[src/rtl/rrs_pkg.sv]
package rrs_pkg;

  // Odd multiplier for hash j over a w-bit key.
  function automatic int unsigned mul_const(input int unsigned j, input int unsigned w);
    int unsigned v;
    v = (j * 107 + 157) & ((32'd1 << w) - 1);
    return v | 32'd1;
  endfunction

endpackage

[src/rtl/rrs_prescaler.sv]
module rrs_prescaler #(
  parameter int PRE_W = 8
) (
  input  logic             clk,
  input  logic             rst_n,
  input  logic [PRE_W-1:0] tc,
  input  logic             hot,
  input  logic             hold,
  output logic             tick
);
  logic [PRE_W-1:0] cnt_q;
  logic [PRE_W-1:0] limit;
  logic             at_end;

  assign limit  = hot ? (tc >> 1) : tc;
  assign at_end = (cnt_q >= limit);
  assign tick   = at_end && !hold;

  always_ff @(posedge clk) begin
    if (!rst_n) begin
      cnt_q <= '0;
    end else if (at_end) begin
      if (!hold) cnt_q <= '0;
    end else begin
      cnt_q <= cnt_q + 1'b1;
    end
  end
endmodule

[src/rtl/rrs_cand_counter.sv]
module rrs_cand_counter #(
  parameter int KEY_W = 8,
  parameter int PER_W = 2
) (
  input  logic             clk,
  input  logic             rst_n,
  input  logic             advance,
  output logic [KEY_W-1:0] cand,
  output logic [PER_W-1:0] per
);
  always_ff @(posedge clk) begin
    if (!rst_n) begin
      cand <= '0;
      per  <= '0;
    end else if (advance) begin
      cand <= cand + 1'b1;
      if (&cand) per <= per + 1'b1;
    end
  end
endmodule

[src/rtl/rrs_bloom_bin.sv]
module rrs_bloom_bin #(
  parameter int KEY_W  = 8,
  parameter int FILT_W = 6,
  parameter int NHASH  = 2,
  localparam int M     = 1 << FILT_W
) (
  input  logic             clk,
  input  logic             rst_n,
  input  logic             ins_en,
  input  logic [KEY_W-1:0] ins_key,
  input  logic [KEY_W-1:0] probe_key,
  output logic             hit
);
  logic [M-1:0] bits_q;
  logic [M-1:0] ins_mask;

  function automatic logic [FILT_W-1:0] slot(input logic [KEY_W-1:0] k, input int unsigned j);
    logic [KEY_W-1:0] p;
    p = k * KEY_W'(rrs_pkg::mul_const(j, KEY_W));
    return FILT_W'(p >> (KEY_W - FILT_W));
  endfunction

  always_comb begin
    ins_mask = '0;
    hit      = 1'b1;
    for (int j = 0; j < NHASH; j++) begin
      ins_mask[slot(ins_key, j)] = 1'b1;
      hit = hit & bits_q[slot(probe_key, j)];
    end
  end

  always_ff @(posedge clk) begin
    if (!rst_n)      bits_q <= '0;
    else if (ins_en) bits_q <= bits_q | ins_mask;
  end
endmodule

[src/rtl/rrs_decide.sv]
module rrs_decide #(
  parameter int PER_W = 2
) (
  input  logic [PER_W-1:0] row_lsb,
  input  logic [PER_W-1:0] per,
  input  logic [PER_W-1:0] hits,
  input  logic             load_en,
  output logic             need
);
  logic [PER_W-1:0] mask;

  always_comb begin
    // Default interval compares every period bit; the lowest claiming bin
    // narrows the comparison to its own count of low bits (bin 0: none).
    mask = '1;
    for (int b = PER_W - 1; b >= 0; b--) begin
      if (hits[b]) mask = PER_W'((1 << b) - 1);
    end
    need = load_en || (((row_lsb ^ per) & mask) == '0);
  end
endmodule

[src/rtl/retention_refresh_sched.sv]
module retention_refresh_sched #(
  parameter int BANK_W  = 3,
  parameter int ROW_W   = 5,
  parameter int PER_W   = 2,
  parameter int FILT_W  = 6,
  parameter int NHASH   = 2,
  parameter int PRE_W   = 8,
  localparam int KEY_W  = BANK_W + ROW_W,
  localparam int BIN_IW = (PER_W > 1) ? $clog2(PER_W) : 1
) (
  input  logic              clk,
  input  logic              rst_n,
  input  logic [PRE_W-1:0]  scale_tc,
  input  logic              scale_hot,
  input  logic              load_en,
  input  logic              ins_en,
  input  logic [BIN_IW-1:0] ins_bin,
  input  logic [KEY_W-1:0]  ins_key,
  output logic              req_valid,
  input  logic              req_ready,
  output logic [BANK_W-1:0] req_bank,
  output logic [ROW_W-1:0]  req_row
);
  logic             slot_tick;
  logic             hold;
  logic             need;
  logic [KEY_W-1:0] cand;
  logic [PER_W-1:0] per;
  logic [PER_W-1:0] bin_hits;

  assign hold = req_valid && !req_ready;

  rrs_prescaler #(.PRE_W(PRE_W)) u_pre (
    .clk(clk), .rst_n(rst_n), .tc(scale_tc), .hot(scale_hot),
    .hold(hold), .tick(slot_tick)
  );

  rrs_cand_counter #(.KEY_W(KEY_W), .PER_W(PER_W)) u_cnt (
    .clk(clk), .rst_n(rst_n), .advance(slot_tick), .cand(cand), .per(per)
  );

  for (genvar b = 0; b < PER_W; b++) begin : g_bin
    rrs_bloom_bin #(.KEY_W(KEY_W), .FILT_W(FILT_W), .NHASH(NHASH)) u_bin (
      .clk(clk), .rst_n(rst_n),
      .ins_en(ins_en && (ins_bin == BIN_IW'(b))),
      .ins_key(ins_key), .probe_key(cand), .hit(bin_hits[b])
    );
  end

  rrs_decide #(.PER_W(PER_W)) u_dec (
    .row_lsb(cand[BANK_W +: PER_W]), .per(per), .hits(bin_hits),
    .load_en(load_en), .need(need)
  );

  always_ff @(posedge clk) begin
    if (!rst_n) begin
      req_valid <= 1'b0;
      req_bank  <= '0;
      req_row   <= '0;
    end else if (slot_tick && need) begin
      req_valid <= 1'b1;
      req_bank  <= cand[BANK_W-1:0];
      req_row   <= cand[KEY_W-1:BANK_W];
    end else if (req_ready) begin
      req_valid <= 1'b0;
    end
  end
endmodule

[config.mk]
export PLATFORM = sky130hd
export DESIGN_NAME = retention_refresh_sched
export DESIGN_NICKNAME = d
export VERILOG_FILES = /design/src/rtl/rrs_pkg.sv /design/src/rtl/rrs_prescaler.sv /design/src/rtl/rrs_cand_counter.sv /design/src/rtl/rrs_bloom_bin.sv /design/src/rtl/rrs_decide.sv /design/src/rtl/retention_refresh_sched.sv
export SDC_FILE = /design/constraint.sdc
export NUM_CORES = 1
export LEC_CHECK = 0
export ABC_AREA = 1
export CORE_UTILIZATION = 57
export CTS_CLUSTER_DIAMETER = 30
export DETAILED_ROUTE_END_ITERATION = 8
export GPL_ROUTABILITY_DRIVEN = 1
export PLACE_DENSITY_LB_ADDON = 0.25
export SYNTH_ARGS = -nofsm -noshare
export SYNTH_HDL_FRONTEND = slang
export SYNTH_SLANG_ARGS = --single-unit
[constraint.sdc]
create_clock -name clk -period 4.3 [get_ports clk]
set_input_delay 0.645 -clock clk [delete_from_list [all_inputs] [get_ports clk]]
set_output_delay 0.645 -clock clk [all_outputs]
set_load 0.01 [all_outputs]
* Word-level counts from Yosys, hierarchy flattened *
Cells that the tools add are included.

word-level totals
  register bits = 155
  word-level logic and storage cells = 63
  bits of input ports = 23
  output and inout port bits = 9

operators by class
  mux-type cells = 19
  $add $sub $neg = 3
  magnitude comparators = 7
  bitwise gates (word level) = 8
  multipliers = 4
  reductions and logical operators = 13
  equal/unequal tests = 1

operator list
  operator             number
  $or 64x64->64        3
  $lt 6x7->1 const B   4
  $bmux 1 s6           4
  $mux 8               3
  $add 8x1->8 const B  2
  $mul 8x4->8 const B  2
  $mul 8x8->8 const B  2
  $demux 1 s6          2
  $ge 6x1->1 const B   2
  $reduce_and 9->1     1
  $ge 8x8->1           1
  $mux 1               8
  $logic_and 1x1->1    7
  $mux 2               2
  $add 2x1->2 const B  1
  $and 1x1->1          2
  $and 2x2->2          1
  $logic_not 1->1      2
  $logic_not 2->1      1
  $ne 2x2->1 const B   1
  $reduce_bool 2->1    1
  $xor 2x2->2          1
  $logic_or 1x1->1     1
  $not 1->1            1

* Longest topological paths before layout *
  depth after elaboration = 11
  mapped depth = 29
  depth with buffers taken out = 25

* Hierarchy *
A second synthesis with hierarchy kept.

unflattened totals
  cells, all modules = 2103
  area total of the unflattened synthesis = 14178.6 um^2

modules (own cells, without submodules)
  module                           times used  sequential area each (um^2)  cells each  area an instance (um^2)
  rrs_bloom_bin at g_bin[0].u_bin  1           1281.2                       928         6368.6
  rrs_bloom_bin at g_bin[1].u_bin  1           1281.2                       918         6143.4
  rrs_prescaler                    1           160.2                        120         772.0
  rrs_cand_counter                 1           200.2                        63          449.2
  retention_refresh_sched          1           180.2                        60          389.1
  rrs_decide                       1           0.0                          14          56.3

* Least setup slack after synthesis *
Ideal clock, no wire load.

  path kind = reg2reg
  start = register u_cnt.cand[2]
  end = register req_row[4]
  setup time = 0.115 ns
  period minus slack after synthesis = 4.265 ns
  required time = 4.185 ns
  cell stages (with the launch flop) = 22
  buffers on the path = 5
  setup slack = 0.035 ns
  arrival = 4.150 ns
  cell sequence = dfxtp_1 -> clkbuf_2 -> inv_2 -> buf_4 -> buf_2 -> fa_1 -> inv_1 -> ha_1 -> inv_1 -> fa_1 -> fa_1 -> clkbuf_1 -> inv_1 -> nand3_1 -> nand3_1 -> nand3_1 -> nand2_1 -> a21oi_1 -> nand2_2 -> buf_6 -> a21oi_1 -> nor2_1

on the way
  cells in the longest elaborated chain, start to end = 10
  elaborated cells on any way between the ends = 18
  classes of those cells = mul (2); mux (10); bitwise (3); reduce/logical (3)

RTL lines
  element                                            line                           source
  start, declared                                    rrs_cand_counter.sv:8          output logic [KEY_W-1:0] cand,
  start signal, assigned                             rrs_cand_counter.sv:16         cand <= cand + 1'b1;
  $mul 8x8->8 / $mul 8x4->8 (equally long branches)  rrs_bloom_bin.sv:19            p = k * KEY_W'(rrs_pkg::mul_const(j, KEY_W));
  $bmux 1 s6                                         rrs_bloom_bin.sv:28            hit = hit & bits_q[slot(probe_key, j)];
  $mux 1 (not written as such)                       rrs_bloom_bin.sv:28
  $and 1x1->1                                        rrs_bloom_bin.sv:28
  $mux 2                                             rrs_decide.sv:17               if (hits[b]) mask = PER_W'((1 << b) - 1);
  $mux 2 (*)                                         rrs_decide.sv:17
  $and 2x2->2 (*)                                    rrs_decide.sv:19               need = load_en || (((row_lsb ^ per) & mask) == '0);
  $logic_not 2->1 (*)                                rrs_decide.sv:19
  $logic_or 1x1->1 (*)                               rrs_decide.sv:19
  $logic_and 1x1->1 (*)                              retention_refresh_sched.sv:60  end else if (slot_tick && need) begin
  end signal, assigned                               retention_refresh_sched.sv:63  req_row <= cand[KEY_W-1:BANK_W];
  end, declared                                      retention_refresh_sched.sv:22  output logic [ROW_W-1:0] req_row

Mark *: on every way between the ends. The rest lies on a longest branch, timed or not. The select of a mux whose other input is x is not followed.
A chain may end at the register's enable or synchronous reset.

* Final worst setup path *
  start = input port ins_key[4]
  end = register g_bin[0].u_bin.bits_q[29]

on the way
  cells in the longest elaborated chain, start to end = 7
  elaborated cells on any way between the ends = 14
  classes of those cells = mul (2); order compare (4); mux (4); bitwise (2); reduce/logical (2)

RTL lines
  element                                                                line                           source
  start, declared                                                        retention_refresh_sched.sv:18  input logic [KEY_W-1:0] ins_key,
  $mul 8x8->8 / $mul 8x4->8 (equally long branches)                      rrs_bloom_bin.sv:19
  $lt 6x7->1 (not written as such) / $ge 6x1->1 (equally long branches)  rrs_bloom_bin.sv:27            ins_mask[slot(ins_key, j)] = 1'b1;
  $logic_and 1x1->1 (not written as such)                                rrs_bloom_bin.sv:27
  $mux 1 (not written as such)                                           rrs_bloom_bin.sv:27
  $demux 1 s6                                                            -
  $or 64x64->64 (no line) (*)                                            -
  $or 64x64->64 (*)                                                      rrs_bloom_bin.sv:34            else if (ins_en) bits_q <= bits_q | ins_mask;
  end signal, assigned                                                   rrs_bloom_bin.sv:34
  end, declared                                                          rrs_bloom_bin.sv:14            logic [M-1:0] bits_q;

Mark *: on every way between the ends. The rest lies on a longest branch, timed or not.

==> results.md <==
* Final wirelength at around 34,000 um
* Worst setup SP type: primary input
* Synth Area in Adders at between 8 and 9%
* Status: complete, but fails checks
* Diode count at 0
* Post-route ant nets at 0
* Syn Nets at about 1,800
* CP endpoint kind: flop
* Synth Area in XOR/XNOR at under 10%
* Leak at a little over 0.005 uW
* Die height at 139 um
* Syn. warnings at 0
* Top-level I/O count at 32
* Fin crit share at a little over nine tenths
* Die Wd at approximately 140 um
* Post-synth EDFFs at 0
* Fmax at 245 MHz
* Max Fanout on Critical Path at 8
* Most used cell, CP: nand2_1
* Final #Nets at 1,788
* Sink Count at approximately 160
* CP cell instances: clkdlybuf4s50_1 > fa_1 > ha_1 > inv_1 > fa_1 > inv_1 > ha_4 > nand2_1 > nor2_1 > a211oi_2 > xnor2_2 > buf_6 > xor2_4 > clkbuf_16 > nand4_1 > nand2_1 > nand2_1 > a21oi_1
* Initial antenna violation count at 0
* CTS H-tree depth at 4
* Clk root buf: clkbuf_16
* Largest net degree at the start of global routing at about 110
* Max-cap violations at 0
* Synth Area in Compound Gates at between 10 and 15%
* Initial drt markers at about 1,400
* Post-DP HPWL at roughly 21,000 um
* Area growth syn-to-layout at 13.5%
* Max clock buf depth at 2
* Failing checks: design-rule violations
* Avg WL per Cell at approximately 18 um
* Internal cell power at approximately 3000 uW
* Share of post-route cells with drive strength above 1 at 6.96%
* Grt ovf at 0
* Commonest cells after routing, fill and taps aside: nand2_1, nand3_1, inv_1, a21oi_1, dfxtp_1
* Worst-margin pin slew at about 1.0 ns
* RSZ-0062 raised after global routing: no
* Die footprint at roughly 19,000 um2
* WP data arrival at around 4.4 ns
* Port Buffers at 31
* Final Power at 4880 uW
* Register Area at roughly 3100 um2
* Worst stage delay on the critical path at ~0.53 ns
* Cell Area, Synth at 10,600 um2
* Multi-input logic area at 6470 um2
* Final hold vios at 0
* HP Class: flop to flop
* RePlAce Congestion at 0.937
* WP data required at between 4 and 5 ns
* Core region area at 18,100 um2
* Simple-gate share of the synthesized area at around 39%
* Combinational share of power at roughly two fifths
* Post-DR vias/cell at about 6.0
* Worst-path clk slew at roughly 0.07 ns
* Period minus WS final at 4.08 ns
* Vias in the first global route at around 11,000
* Sw Ratio at approximately 39%
* Max-slew headroom at between 30% and 40%
* Flop pwr share at 31.0%
* Maximum VDD drop at 390 uV
* Cell variety after synth at 32
* Slowest cell on crit path: fa_1
* Fillcell total at around 1,700
* Sequential-to-total area share from yosys stat at around 30%
* Mux cell area share after synthesis at 0.376%
* Residual DRC count at 2
* Largest family of logic cells by synthesized area: simple AND/OR/NAND/NOR gates
* Pwr/cell area at just over 400 nW/um2
* Gate Count Post-Synth at approximately 1,700
* FP Rows at 49
* Synth Flop Type: dfxtp_1
* P_sw at 1900 uW
* Most common cell after layout, fill and taps aside: nand2_1
* Async set or reset register ratio after synthesis at 0%
* Clock share of power at 30.5%
* All-Layer GR Usage at a little over a third
* Worst Path Buf+Inv at 5
* Worst setup path category: primary input to flop
* Initial Util at about three fifths
* Fin. max-slew vios at 0
* First-pass GRT wire length at roughly 54,000 um
* CTS buffer count at 17
* FF+latch count, synth at ~160
* Final setup fails at 0
* Clock Skews at approximately 0.011 ns
* CP top delay family: adder cells
* Vias at between 10,000 and 15,000
* Mapped Avg Cell Area at 6.32 um2
* Final setup TNS at 0 ns
* Clock Latency Late Sink at 0.45 ns
* CTS tree: yes
* First-pass DRT Iterations at 8
==> stage by stage <==
step | setup WS [ns] | util (%) | cells | instance area (um2) | hold WS [ns]
2_1_floorplan | 0.0349 | - | 1684 | 10600 | 0.445
6_report | 0.222 | 66.6 | 1939 | 12100 | 0.470
3_3_place_gp | -0.245 | 62.5 | 1900 | 11300 | 0.457
3_5_place_dp | -0.398 | 62.5 | 1900 | 11300 | 0.461
4_1_cts | 0.0445 | 65.6 | 1932 | 11900 | 0.471
5_1_grt | 0.0161 | 66.6 | 1939 | 12100 | 0.488
==> synth_stat cells, types with 10 or more instances <==
| cell type | instances | share of area, % |
|---|---|---|
| o21ai_0 | 11 | 0.52 |
| xor2_1 | 10 | 0.82 |
| nand3_1 | 243 | 11 |
| ha_1 | 54 | 6.3 |
| a21oi_1 | 158 | 7.4 |
| buf_1 | 13 | 0.46 |
| buf_2 | 24 | 1.1 |
| o211ai_1 | 23 | 1.6 |
| nand4_1 | 66 | 3.9 |
| inv_1 | 180 | 6.3 |
| nor3_1 | 25 | 1.2 |
| dfxtp_1 | 155 | 29 |
| nor2_1 | 45 | 1.6 |
| clkbuf_1 | 50 | 1.8 |
| fa_1 | 14 | 2.6 |
| xnor2_1 | 12 | 0.99 |
| nand2_1 | 560 | 20 |
==> worst min-delay path: cells and delay by family, from the launching register on <==
| kind | cells | cell delay [ns] |
|---|---|---|
| AO/OA/AOI/OAI | 1 | 0.06 |
| buffers and inverters | 1 | 0.06 |
| flip-flops | 1 | 0.31 |
==> sequential cells by signal, indices dropped and copies added, names as in the netlist <==
register	cells
u_cnt.cand	8
req_bank	3
req_valid	1
g_bin.u_bin.bits_q	128
req_row	5
u_cnt.per	2
u_pre.cnt_q	8
==> repair_timing <==
item | CTS | global route
setup buffers | 0 | 3
gates resized for setup | 0 | 15
hold buffers | 0 | 0
setup endpoints to repair | 0 | 137
==> layer usage <==
| layer | GRT usage [%] | part of all wire (%) |
|---|---|---|
| met1 | 46.6 | 39 |
| met2 | 56.1 | 44 |
| met3 | 6.98 | 12 |
| met4 | 16.5 | 5.3 |
| met5 | 0 | 0 |
==> path summary, 6_finish.rpt <==
| check | slack (ns) | to | depth (start not counted) | start |
|---|---|---|---|---|
| worst max-delay path | 0.22 | g_bin[0].u_bin.bits_q[29] | 18 | ins_key[4] |
| worst min-delay path | 0.47 | g_bin[1].u_bin.bits_q[33] | 2 | g_bin[1].u_bin.bits_q[33] |
| worst max register to register | 0.32 | req_bank[2] | 19 | u_cnt.cand[1] |
| worst min register to register | 0.47 | g_bin[1].u_bin.bits_q[33] | 2 | g_bin[1].u_bin.bits_q[33] |
==> logic make-up (layout without fill, tap and decap cells) <==
logic type / count (synthesis) / after routing
mux: 4 / 4
simple gates: 949 / 949
fa+ha+maj: 68 / 68
compound gates: 201 / 201
xor+xnor: 22 / 22
buf+inv: 285 / 311
flops: 155 / 155
==> area by class of cell <==
type / instances / area share (%)
clock buffer: 18 / 3.55
clock inverter: 14 / 1.17
inverter: 185 / 5.77
multi-input combinational: 1244 / 53.5
sequential: 155 / 25.7
tap: 229 / 2.37
timing repair buffer: 94 / 7.89
==> power groups by stage <==
stage               Sequential (uW)  Combinational [uW]  Clock [uW]
global route                   1520                1950        1550
CTS                            1510                1490        1480
floorplan                      1540                 933           0
detailed placement             1550                1480           0
global placement               1540                1450           0
finish                         1510                1880        1490
No activity file was read; power rests on OpenSTA's default activity.
